[src/rtl/rffe_slave_pkg.sv]
package rffe_slave_pkg;

    localparam int ADDR_W    = 4;
    localparam int CMD_W     = 8;
    localparam int DATA_W    = 8;
    localparam int REG_AW    = 5;
    localparam int HDR_BITS  = ADDR_W + CMD_W + 1;   // address, command, parity
    localparam int WORD_BITS = DATA_W + 1;           // data, parity
    localparam int CNT_W     = 5;

    // falling-edge counts (value before increment) at which events occur
    localparam int LAST_HDR   = HDR_BITS - 1;                 // 12
    localparam int LAST_WDATA = HDR_BITS + WORD_BITS - 1;     // 21
    localparam int RD_LOAD    = HDR_BITS;                     // 13, park fall
    localparam int RD_FIRST   = HDR_BITS + 1;                 // 14
    localparam int RD_LAST    = HDR_BITS + WORD_BITS;         // 22
    localparam int RD_PARK    = RD_LAST + 1;                  // 23

    localparam logic [ADDR_W-1:0] BCAST_ID = '0;

    localparam logic [REG_AW-1:0] RA_VSET = 5'h00;
    localparam logic [REG_AW-1:0] RA_MODE = 5'h01;
    localparam logic [REG_AW-1:0] RA_GPO  = 5'h02;
    localparam logic [REG_AW-1:0] RA_PM   = 5'h1C;
    localparam logic [REG_AW-1:0] RA_PROD = 5'h1D;
    localparam logic [REG_AW-1:0] RA_MFR  = 5'h1E;
    localparam logic [REG_AW-1:0] RA_ID   = 5'h1F;

    typedef enum logic [2:0] {FR_IDLE, FR_HEAD, FR_WDATA, FR_RDATA, FR_PARK} frame_st_e;
    typedef enum logic [1:0] {CK_REG0, CK_WRITE, CK_READ, CK_OTHER} cmd_kind_e;

    typedef struct packed {
        logic [REG_AW-1:0] addr;
        logic [DATA_W-1:0] data;
    } reg_wr_t;

    typedef struct packed {
        logic [6:0] vset;
        logic [1:0] mode;
        logic       gpo0;
        logic       gpo1;
        logic [1:0] pmode;
        logic [5:0] trig;
    } ctrl_regs_t;

    localparam ctrl_regs_t CTRL_DEFAULT = '{vset: 7'd0, mode: 2'b01, gpo0: 1'b0,
                                            gpo1: 1'b0, pmode: 2'b01, trig: 6'd0};

    function automatic cmd_kind_e classify(input logic [2:0] top3);
        if (top3[2])              return CK_REG0;
        else if (top3 == 3'b010)  return CK_WRITE;
        else if (top3 == 3'b011)  return CK_READ;
        else                      return CK_OTHER;
    endfunction

    function automatic logic odd_bit(input logic [DATA_W-1:0] v);
        return ~^v;
    endfunction

    function automatic logic is_writable(input logic [REG_AW-1:0] a);
        return (a == RA_VSET) || (a == RA_MODE) || (a == RA_GPO) || (a == RA_PM);
    endfunction

endpackage

[src/rtl/rffe_frame_rx.sv]
module rffe_frame_rx
    import rffe_slave_pkg::*;
#(
    parameter logic [ADDR_W-1:0] USID = 4'h5,
    parameter logic [ADDR_W-1:0] GSID = 4'h0
) (
    input  logic                clk_i,
    input  logic                rst_i,
    input  logic                sclk_i,
    input  logic                sdi_i,
    input  logic [DATA_W-1:0]   rd_data_i,
    output logic                wr_en_o,
    output reg_wr_t             wr_o,
    output logic [REG_AW-1:0]   rd_addr_o,
    output logic                sdo_o,
    output logic                sdo_oe_o
);

    frame_st_e               st;
    logic [CNT_W-1:0]        cnt;
    logic [HDR_BITS-2:0]     sh;
    logic                    sclk_q, sdi_q;
    logic [REG_AW-1:0]       waddr_q;
    logic                    hdr_ok_q;
    logic [WORD_BITS-1:0]    rd_word;

    logic                    rise_ev, fall_ev, start_ev;
    logic [HDR_BITS-1:0]     hdr_full;
    logic [ADDR_W-1:0]       f_addr;
    logic [CMD_W-1:0]        f_cmd;
    logic                    hdr_par_ok, hit_wr, hit_rd;
    logic [WORD_BITS-1:0]    word_full;
    logic                    word_ok;
    logic [3:0]              rd_idx;

    assign rise_ev  = sclk_i & ~sclk_q;
    assign fall_ev  = ~sclk_i & sclk_q;
    assign start_ev = ~sclk_i & ~sclk_q & sdi_q & ~sdi_i;

    assign hdr_full   = {sh, sdi_i};
    assign f_addr     = hdr_full[HDR_BITS-1 -: ADDR_W];
    assign f_cmd      = hdr_full[CMD_W:1];
    assign hdr_par_ok = ^hdr_full;
    assign hit_wr     = (f_addr == USID) || (f_addr == GSID) || (f_addr == BCAST_ID);
    assign hit_rd     = (f_addr == USID);

    assign word_full  = {sh[DATA_W-1:0], sdi_i};
    assign word_ok    = ^word_full;
    assign rd_idx     = 4'(CNT_W'(RD_LAST) - cnt);

    always_ff @(posedge clk_i) begin
        if (rst_i) begin
            st        <= FR_IDLE;
            cnt       <= '0;
            sh        <= '0;
            sclk_q    <= 1'b0;
            sdi_q     <= 1'b0;
            waddr_q   <= '0;
            hdr_ok_q  <= 1'b0;
            rd_word   <= '0;
            rd_addr_o <= '0;
            wr_en_o   <= 1'b0;
            wr_o      <= '0;
            sdo_o     <= 1'b0;
            sdo_oe_o  <= 1'b0;
        end else begin
            sclk_q  <= sclk_i;
            sdi_q   <= sdi_i;
            wr_en_o <= 1'b0;
            if (st != FR_RDATA) begin
                sdo_o    <= 1'b0;
                sdo_oe_o <= 1'b0;
            end
            unique case (st)
                FR_IDLE: begin
                    if (start_ev) begin
                        st  <= FR_HEAD;
                        cnt <= '0;
                    end
                end
                FR_HEAD: begin
                    if (fall_ev) begin
                        sh  <= {sh[HDR_BITS-3:0], sdi_i};
                        cnt <= cnt + 1'b1;
                        if (cnt == CNT_W'(LAST_HDR)) begin
                            unique case (classify(f_cmd[7:5]))
                                CK_REG0: begin
                                    if (hdr_par_ok && hit_wr) begin
                                        wr_en_o <= 1'b1;
                                        wr_o    <= '{addr: RA_VSET, data: {1'b0, f_cmd[6:0]}};
                                    end
                                    st <= FR_PARK;
                                end
                                CK_WRITE: begin
                                    waddr_q  <= f_cmd[REG_AW-1:0];
                                    hdr_ok_q <= hdr_par_ok && hit_wr;
                                    st       <= FR_WDATA;
                                end
                                CK_READ: begin
                                    if (hdr_par_ok && hit_rd) begin
                                        rd_addr_o <= f_cmd[REG_AW-1:0];
                                        st        <= FR_RDATA;
                                    end else begin
                                        st <= FR_IDLE;
                                    end
                                end
                                default: st <= FR_IDLE;
                            endcase
                        end
                    end
                end
                FR_WDATA: begin
                    if (fall_ev) begin
                        sh  <= {sh[HDR_BITS-3:0], sdi_i};
                        cnt <= cnt + 1'b1;
                        if (cnt == CNT_W'(LAST_WDATA)) begin
                            if (hdr_ok_q && word_ok) begin
                                wr_en_o <= 1'b1;
                                wr_o    <= '{addr: waddr_q, data: word_full[WORD_BITS-1:1]};
                            end
                            st <= FR_PARK;
                        end
                    end
                end
                FR_RDATA: begin
                    if (fall_ev) begin
                        cnt <= cnt + 1'b1;
                        if (cnt == CNT_W'(RD_LOAD))
                            rd_word <= {rd_data_i, odd_bit(rd_data_i)};
                        if (cnt == CNT_W'(RD_PARK))
                            st <= FR_IDLE;
                    end else if (rise_ev) begin
                        if (cnt >= CNT_W'(RD_FIRST) && cnt <= CNT_W'(RD_LAST)) begin
                            sdo_oe_o <= 1'b1;
                            sdo_o    <= rd_word[rd_idx];
                        end else begin
                            sdo_oe_o <= 1'b0;
                            sdo_o    <= 1'b0;
                        end
                    end
                end
                FR_PARK: begin
                    if (fall_ev) st <= FR_IDLE;
                end
                default: st <= FR_IDLE;
            endcase
        end
    end

    // the line is driven only inside a read frame
    a_r9_oe_inside_read: assert property (@(posedge clk_i) disable iff (rst_i)
        sdo_oe_o |-> (st == FR_RDATA));

    // drive starts only after a rising bus-clock edge
    a_r9_oe_starts_on_rise: assert property (@(posedge clk_i) disable iff (rst_i)
        $rose(sdo_oe_o) |-> $past(rise_ev));

    // a write strobe always follows a sampled falling edge
    a_r5_write_after_sample: assert property (@(posedge clk_i) disable iff (rst_i)
        wr_en_o |-> $past(fall_ev));

endmodule

[src/rtl/rffe_regs.sv]
module rffe_regs
    import rffe_slave_pkg::*;
#(
    parameter logic [ADDR_W-1:0] USID       = 4'h5,
    parameter logic [DATA_W-1:0] PRODUCT_ID = 8'hA0,
    parameter logic [9:0]        MFR_ID     = 10'h1C4
) (
    input  logic              clk_i,
    input  logic              rst_i,
    input  logic              wr_en_i,
    input  reg_wr_t           wr_i,
    input  logic [REG_AW-1:0] rd_addr_i,
    output logic [DATA_W-1:0] rd_data_o,
    output ctrl_regs_t        q_o
);

    always_ff @(posedge clk_i) begin
        if (rst_i) begin
            q_o <= CTRL_DEFAULT;
        end else if (wr_en_i) begin
            unique case (wr_i.addr)
                RA_VSET: q_o.vset <= wr_i.data[6:0];
                RA_MODE: q_o.mode <= wr_i.data[7:6];
                RA_GPO: begin
                    q_o.gpo0 <= wr_i.data[7];
                    q_o.gpo1 <= wr_i.data[6];
                end
                RA_PM: begin
                    q_o.pmode <= wr_i.data[7:6];
                    q_o.trig  <= wr_i.data[5:0];
                end
                default: ;
            endcase
        end
    end

    always_comb begin
        unique case (rd_addr_i)
            RA_VSET: rd_data_o = {1'b0, q_o.vset};
            RA_MODE: rd_data_o = {q_o.mode, 6'd0};
            RA_GPO:  rd_data_o = {q_o.gpo0, q_o.gpo1, 6'd0};
            RA_PM:   rd_data_o = {q_o.pmode, q_o.trig};
            RA_PROD: rd_data_o = PRODUCT_ID;
            RA_MFR:  rd_data_o = MFR_ID[7:0];
            RA_ID:   rd_data_o = {2'b00, MFR_ID[9:8], USID};
            default: rd_data_o = '0;
        endcase
    end

    // leaving reset always shows the defaults
    a_r1_defaults_after_reset: assert property (@(posedge clk_i) disable iff (rst_i)
        $past(rst_i) |-> (q_o == CTRL_DEFAULT));

    // writes to read-only or reserved addresses leave every field alone
    a_r7_ro_write_ignored: assert property (@(posedge clk_i) disable iff (rst_i)
        (wr_en_i && !is_writable(wr_i.addr)) |=> $stable(q_o));

    // a write to register zero touches only the voltage code
    a_r3_vset_only: assert property (@(posedge clk_i) disable iff (rst_i)
        (wr_en_i && wr_i.addr == RA_VSET) |=>
            ($stable(q_o.mode) && $stable(q_o.gpo0) && $stable(q_o.gpo1)
             && $stable(q_o.pmode) && $stable(q_o.trig)));

endmodule

[src/rtl/rffe_slave.sv]
module rffe_slave
    import rffe_slave_pkg::*;
#(
    parameter logic [3:0] USID       = 4'h5,
    parameter logic [3:0] GSID       = 4'h0,
    parameter logic [7:0] PRODUCT_ID = 8'hA0,
    parameter logic [9:0] MFR_ID     = 10'h1C4
) (
    input  logic       clk_i,
    input  logic       vio_i,
    input  logic       sclk_i,
    input  logic       sdi_i,
    output logic       sdo_o,
    output logic       sdo_oe_o,
    output logic [6:0] vset_o,
    output logic [1:0] mode_sel_o,
    output logic       gpo0_o,
    output logic       gpo1_o,
    output logic [1:0] pwr_mode_o,
    output logic [5:0] trig_o
);

    logic              rst;
    logic              wr_en;
    reg_wr_t           wr;
    logic [REG_AW-1:0] rd_addr;
    logic [DATA_W-1:0] rd_data;
    ctrl_regs_t        regs;

    assign rst = ~vio_i;

    rffe_frame_rx #(.USID(USID), .GSID(GSID)) u_rx (
        .clk_i     (clk_i),
        .rst_i     (rst),
        .sclk_i    (sclk_i),
        .sdi_i     (sdi_i),
        .rd_data_i (rd_data),
        .wr_en_o   (wr_en),
        .wr_o      (wr),
        .rd_addr_o (rd_addr),
        .sdo_o     (sdo_o),
        .sdo_oe_o  (sdo_oe_o)
    );

    rffe_regs #(.USID(USID), .PRODUCT_ID(PRODUCT_ID), .MFR_ID(MFR_ID)) u_regs (
        .clk_i     (clk_i),
        .rst_i     (rst),
        .wr_en_i   (wr_en),
        .wr_i      (wr),
        .rd_addr_i (rd_addr),
        .rd_data_o (rd_data),
        .q_o       (regs)
    );

    assign vset_o     = regs.vset;
    assign mode_sel_o = regs.mode;
    assign gpo0_o     = regs.gpo0;
    assign gpo1_o     = regs.gpo1;
    assign pwr_mode_o = regs.pmode;
    assign trig_o     = regs.trig;

endmodule

[config.mk]
export PLATFORM = sky130hd
export DESIGN_NAME = rffe_slave
export DESIGN_NICKNAME = d
export VERILOG_FILES = /design/src/rtl/rffe_slave_pkg.sv /design/src/rtl/rffe_frame_rx.sv /design/src/rtl/rffe_regs.sv /design/src/rtl/rffe_slave.sv
export SDC_FILE = /design/constraint.sdc
export NUM_CORES = 1
export LEC_CHECK = 0
export CAP_MARGIN = 40
export CORE_ASPECT_RATIO = 0.75
export CORE_MARGIN = 1.5
export CORE_UTILIZATION = 53
export DETAILED_ROUTE_END_ITERATION = 7
export GPL_TIMING_DRIVEN = 0
export PLACE_DENSITY_LB_ADDON = 0.12
export SYNTH_ARGS = -nofsm -noshare
export SYNTH_HDL_FRONTEND = slang
export SYNTH_SLANG_ARGS = --single-unit
[constraint.sdc]
create_clock -name clk_i -period 2.45 [get_ports clk_i]
set_clock_uncertainty 0.15 [all_clocks]
set_input_delay 0.49 -clock clk_i [delete_from_list [all_inputs] [get_ports clk_i]]
set_output_delay 0.49 -clock clk_i [all_outputs]
set_load 0.02 [all_outputs]
**Word level (Yosys, flattened, before mapping)**

Index checks and enable logic that the tools add are counted.

- Multiply operators: 0
- Multiplexer cells: 50
- Shift operators: 0
- Equal/unequal tests: 35
- $lt $le $gt $ge: 3
- Add/subtract/negate cells: 2
- Div/mod/pow operators: 0
- Reduce and logical (&&, ||, !) cells: 29
- Bitwise gates (word level): 8

Operator list:

| operator | number |
|---|---|
| 13-bit two-way mux | 7 |
| 8-bit one-hot mux with 7 select lines | 1 |
| 5-bit == test, second input constant | 7 |
| 13-bit one-hot mux with 2 select lines | 1 |
| 3-bit two-way mux | 8 |
| 2-bit by 1-bit inequality test with 1-bit output, second input constant | 11 |
| 1-bit two-way mux | 19 |
| 8-bit AND reduction | 2 |
| 3-bit one-hot mux with 5 select lines | 1 |
| 2-bit two-way mux | 7 |
| 13-bit XOR reduction | 1 |
| 3-bit by 2-bit == test with 1-bit output, second input constant | 4 |
| 5-bit by 1-bit == test with 1-bit output, second input constant | 2 |
| 5-bit by 2-bit == test with 1-bit output, second input constant | 2 |
| 5-bit by 4-bit == test with 1-bit output, second input constant | 2 |
| 5-bit logical NOT | 2 |
| 5-bit two-way mux | 2 |
| 5-bit one-hot mux with 2 select lines | 1 |
| 2-bit AND reduction | 5 |
| 3-bit one-hot mux with 3 select lines | 1 |
| 9-bit XOR reduction | 1 |
| 8-bit XNOR reduction | 1 |
| 3-bit AND reduction | 2 |
| 5-bit by 1-bit adder with 5-bit output, second input constant | 1 |
| 25 further kinds | 36 |

- Bits in writable memories: 0
- Bits in latches: 0
- Memories: 0
- Memory bits (read-only): 0
- Output and inout bits: 21
- Bits of input ports: 4
- Word-level logic and storage cells: 147
- Register bits after elaboration: 77

**Longest topological paths before layout**

- Depth after elaboration: 13
- Gate-level depth with buffers: 10
- Depth with buffers taken out: 9

**Modules after synthesis**

Synthesis repeated with hierarchy kept, for this count alone.

- Cell total of the unflattened synthesis: 422
- Area, all modules: 3,711.1 µm²

By module, submodules not included:

| module | seq. area each (µm²) | cells each | times used | area each (µm²) |
|---|---|---|---|---|
| rffe_frame_rx | 1,161.1 | 296 | 1 | 2,738.9 |
| rffe_regs | 380.4 | 125 | 1 | 968.4 |
| rffe_slave | 0.0 | 1 | 1 | 3.8 |

**Worst setup path after synthesis**

Ideal clock, no wire load.

- Kind: register to register
- Start: register u_rx.sh[5]
- End: register u_rx.wr_o[0] (netlist bit)
- Setup slack: -0.126 ns
- Stages on the path, launching flop included: 11
- Arrival time: 2.359 ns
- Buffers on the path: 1
- Required time: 2.233 ns
- Clock period less this slack: 2.576 ns
- Library setup time: 0.067 ns
- Cells stage by stage: dfxtp_1 > inv_1 > ha_1 > xnor2_2 > xnor2_1 > xnor2_2 > nand4_2 > a2111oi_4 > buf_6 > nand3_1 > o21ai_2

- Longest elaborated chain between the ends: 11
- Elaborated cells on any way between the ends: 18
- Those cells by class: eq/ne: 5; mux: 7; reduce/logical: 6

RTL lines:

| element | RTL line | text |
|---|---|---|
| start: declaration | rffe_frame_rx.sv:21 | `logic [HDR_BITS-2:0] sh;` |
| start signal: assignment | rffe_frame_rx.sv:83 | `sh <= {sh[HDR_BITS-3:0], sdi_i};` |
| start signal: assignment | rffe_frame_rx.sv:114 | `sh <= {sh[HDR_BITS-3:0], sdi_i};` |
| 3-bit by 2-bit == test with 1-bit output | rffe_slave_pkg.sv:52 | `else if (top3 == 3'b011) return CK_READ;` |
| 1-bit two-way mux | rffe_slave_pkg.sv:52 |  |
| 2-bit two-way mux | rffe_slave_pkg.sv:51 | `else if (top3 == 3'b010) return CK_WRITE;` |
| 2-bit two-way mux | rffe_slave_pkg.sv:50 | `if (top3[2]) return CK_REG0;` |
| 2-bit two-way mux | rffe_frame_rx.sv:85 | `if (cnt == CNT_W'(LAST_HDR)) begin` |
| 2-bit two-way mux | rffe_frame_rx.sv:82 | `if (fall_ev) begin` |
| 2-bit two-way mux | rffe_frame_rx.sv:74 | `unique case (st)` |
| 2-bit two-way mux | rffe_frame_rx.sv:52 | `if (rst_i) begin` |
| 2-bit logical NOT | rffe_frame_rx.sv:86 | `unique case (classify(f_cmd[7:5]))` |
| 2-bit inequality test (no source line) | n/a |  |
| 8-bit AND reduction (no source line) (*) | n/a |  |
| end signal: assignment | rffe_frame_rx.sv:90 | `wr_o <= '{addr: RA_VSET, data: {1'b0, f_cmd[6:0]}};` |
| end signal: assignment | rffe_frame_rx.sv:119 | `wr_o <= '{addr: waddr_q, data: word_full[WORD_BITS-1:1]};` |
| end: declaration | rffe_frame_rx.sv:13 | `output reg_wr_t wr_o,` |

Every way passes the cells marked *; elsewhere a longest branch is shown, timed or not. The select of a mux whose other input is x is not followed.
A chain may end at the register's enable or synchronous reset.

**Worst setup path after layout**

- Start: register u_rx.sh[6]
- End: register u_rx.wr_o[7] (netlist bit)

The elaborated chain is that of the path after synthesis.

==> results.md <==
* Largest net degree at the start of global routing at 14
* Layout cells sized above 1 at 18.7%
* Slew HR at 51.3%
* Post-synthesis mux area share at 7.71%
* DRT iter0 DRCs at 220
* Clock sink count at 77
* Synthesized area per cell at 9.03 um2
* Final Max Slew Viols at 0
* Post-DP HPWL at 6520 um
* Largest family of logic cells by synthesized area: simple AND/OR/NAND/NOR gates
* Adder-Cell Fraction of Synth Area at 2.29%
* Remaining DRCs at 0
* Total negative slack at 0 ps
* Setup WS pre-CTS at -666 ps
* 1st-pass router iterations at 5
* Top cells by area, synth: dfxtp_1 40%, mux2i_1 6.5%, nand2_1 6.5%
* Fillers at 582
* Synth Area in Compound Gates at 15.6%
* Required time of the critical path at 2590 ps
* Crit Path Category: reg2reg
* Core region area at 6900 um2
* Die area at 7750 um2
* Max Fclk at 414 MHz
* Share of the synthesized area in the top cell type at 40.2%
* Max Buffers Root-to-Sink at 2
* Switching share of total power at 28.0%
* Seq/Total Area, Yosys at 40.2%
* Total of max-cap violations at 0
* CP endpoint kind: flip-flop
* GP Congestion at 0.934
* Initial antenna violation count at 0
* HP Class: in2reg
* Ys flop type: dfxtp_1
* Logic pwr share at 19.2%
* Psw at 0.000770 W
* # setup viols final at 0
* Critical Path Start Type: flip-flop
* Synth async-reset ratio at 0%
* Critical path data arrival time at 2550 ps
* Syn Inst Count at 424
* Routed Antenna Nets at 0
* Critical path fanouts, max at 8
* Leading area contributor after synthesis: dfxtp_1
* ANT cells at 0
* Clk root buf: clkbuf_8
* Syn_nets at 435
* Final min period at 2420 ps
* Cts bufs inserted at 9
* Most frequent cells in the layout: 75 x dfxtp_1, 66 x nand2_1, 25 x nor2b_1, 25 x mux2i_1, 23 x a21boi_0
* P&R area growth vs syn at 22.4%
* Clock network fraction of design power at 34.6%
* Routed len/inst at 16.9 um
* Total Routing Usage GR at 25.6%
* Hold Violations, Final at 0
* Period utilization at 98.7%
* Net total in the final layout at 478
* Post-Route WL at 9640 um
* RSZ-0062 raised after global routing: true
* Pint at 0.00198 W
* Yosys cell types at 57
* Die W at 101 um
* Leakage at 1.67 nW
* Post-synth EDFFs at 0
* Seq pwr share at 46.3%
* Mapped Area at 3830 um2
* Gr ovfl total at 0
* Vias at 3271
* Clk_lat worst skew at 350 ps
* Starting Density at 55.5%
* PwrDens at 586 nW/um2
* Xor and xnor fraction of the mapped netlist area at 5.23%
* WHS at 304 ps
* IR drop worst, VDD at 276 uV
* Post-synthesis simple-gate area fraction at 25.0%
* Commonest non-fill, non-tap cell in the layout: dfxtp_1
* H-tree Lvls at 3
* #FFs+latches synth at 77
* Tightest Pin Transition at 720 ps
* Ports at 25
* Vias in the first global route at 3049
* Clk slew on worst S/H paths at 80 ps
* First-pass GRT wire length at 15500 um
* Synth warn at 0
* Die height at 76.6 um
* Port Buffer Count at 23
* Setup ws final at 32.3 ps
* CTS tree: done
* Drt via density at 5.75
* Row cnt at 26
* Status: completed
[cell families (layout without fill, tap and decap cells)]
family          after synthesis  count (layout)
compound gates               79              79
buf+inv                      32              79
fa+ha+maj                     7               7
flops                        77              77
simple gates                184             184
xor+xnor                     18              18
mux                          27              27
[metrics by stage]
step	utilization, %	total power (W)	cells	cell area (um2)
3_3_place_gp	60.8	0.00164	545	4190
4_1_cts	65.7	0.00267	566	4530
6_report	68.0	0.00275	569	4690
2_1_floorplan	-	0.00157	424	3840
3_5_place_dp	60.9	0.00164	546	4200
5_1_grt	68.0	0.00285	569	4690
[repair_timing]
item | in CTS | in global routing
endpoints found under the setup margin | 39 | 34
hold buffers | 0 | 0
setup buffers | 5 | 3
pin swaps | 4 | 11
resized for setup | 22 | 37
gates cloned | 1 | 1
[synthesized netlist by cell type, drive strengths merged, types with 3 or more instances]
cell type / number
o211a: 3
and2: 4
nand3b: 4
mux2i: 25
a21boi: 25
clkbuf: 19
a22oi: 4
xor2: 4
buf: 9
nor3: 7
inv: 4
and3: 5
nand4: 10
nand3: 30
nor2: 14
xnor2: 12
ha: 7
o21ai: 20
nor3b: 5
dfxtp: 77
nand2: 66
nor2b: 25
a21oi: 6
[path summary, 6_finish.rpt]
kind | start | endpoint | slack [ps] | cells after the start
worst min-delay path | sclk_i | u_rx.sclk_q$_SDFF_PN0_ | 300 | 2
worst max register to register | u_rx.sh[6]$_SDFFE_PN0P_ | u_rx.wr_o[7]$_SDFFE_PN0P_ | 30 | 10
worst max-delay path | u_rx.sh[6]$_SDFFE_PN0P_ | u_rx.wr_o[7]$_SDFFE_PN0P_ | 30 | 10
worst min register to register | u_rx.wr_o[12]$_SDFFE_PN0P_ | u_rx.wr_o[12]$_SDFFE_PN0P_ | 320 | 2
[flip-flops by register name, summed over array words and instances, names as in the netlist, 3 cells and up]
register / flops
u_regs.q_o: 19
u_rx.wr_o: 13
u_rx.sh: 12
u_rx.rd_word: 9
u_rx.cnt: 5
u_rx.rd_addr_o: 5
u_rx.waddr_q: 5
u_rx.st: 3
[power groups by stage]
stage	combinational, W	sequential, W	clock, W
after floorplan	0.000271	0.00130	0
after CTS	0.000433	0.00127	0.000963
after global placement	0.000335	0.00130	0
after global routing	0.000561	0.00127	0.00101
after detailed placement	0.000339	0.00130	0
final	0.000527	0.00127	0.000950
[per-layer routing]
layer,global-route usage (%),part of all wire [%],wire [um],vias to the layer above
met2,38.0,45,4380,110
met5,0,0,0,-
met4,7.08,1.4,131,0
met3,6.88,6.8,652,16
li1,-,-,-,1584
met1,36.5,46,4470,1561
[area by class of cell]
type,instances,area [um2],area share (%)
multi-input combinational,315,2300,49.1
sequential,77,1550,33.0
timing repair buffer,34,359,7.66
buffer,26,150,3.20
clock buffer,10,128,2.72
tap,98,123,2.61
clock inverter,5,61.3,1.31
inverter,4,15.0,0.320
[worst max-delay path, cell delays in order, from the launching register on]
cell and delay (ps):
dfxtp_4 370, ha_4 260, xnor2_4 130, xnor2_2 200, xnor2_2 160, nand4_2 170
a2111oi_4 390, buf_6 220, buf_6 120, nand4_1 80, o21ai_1 100
Power figures use the tool's default switching activity.
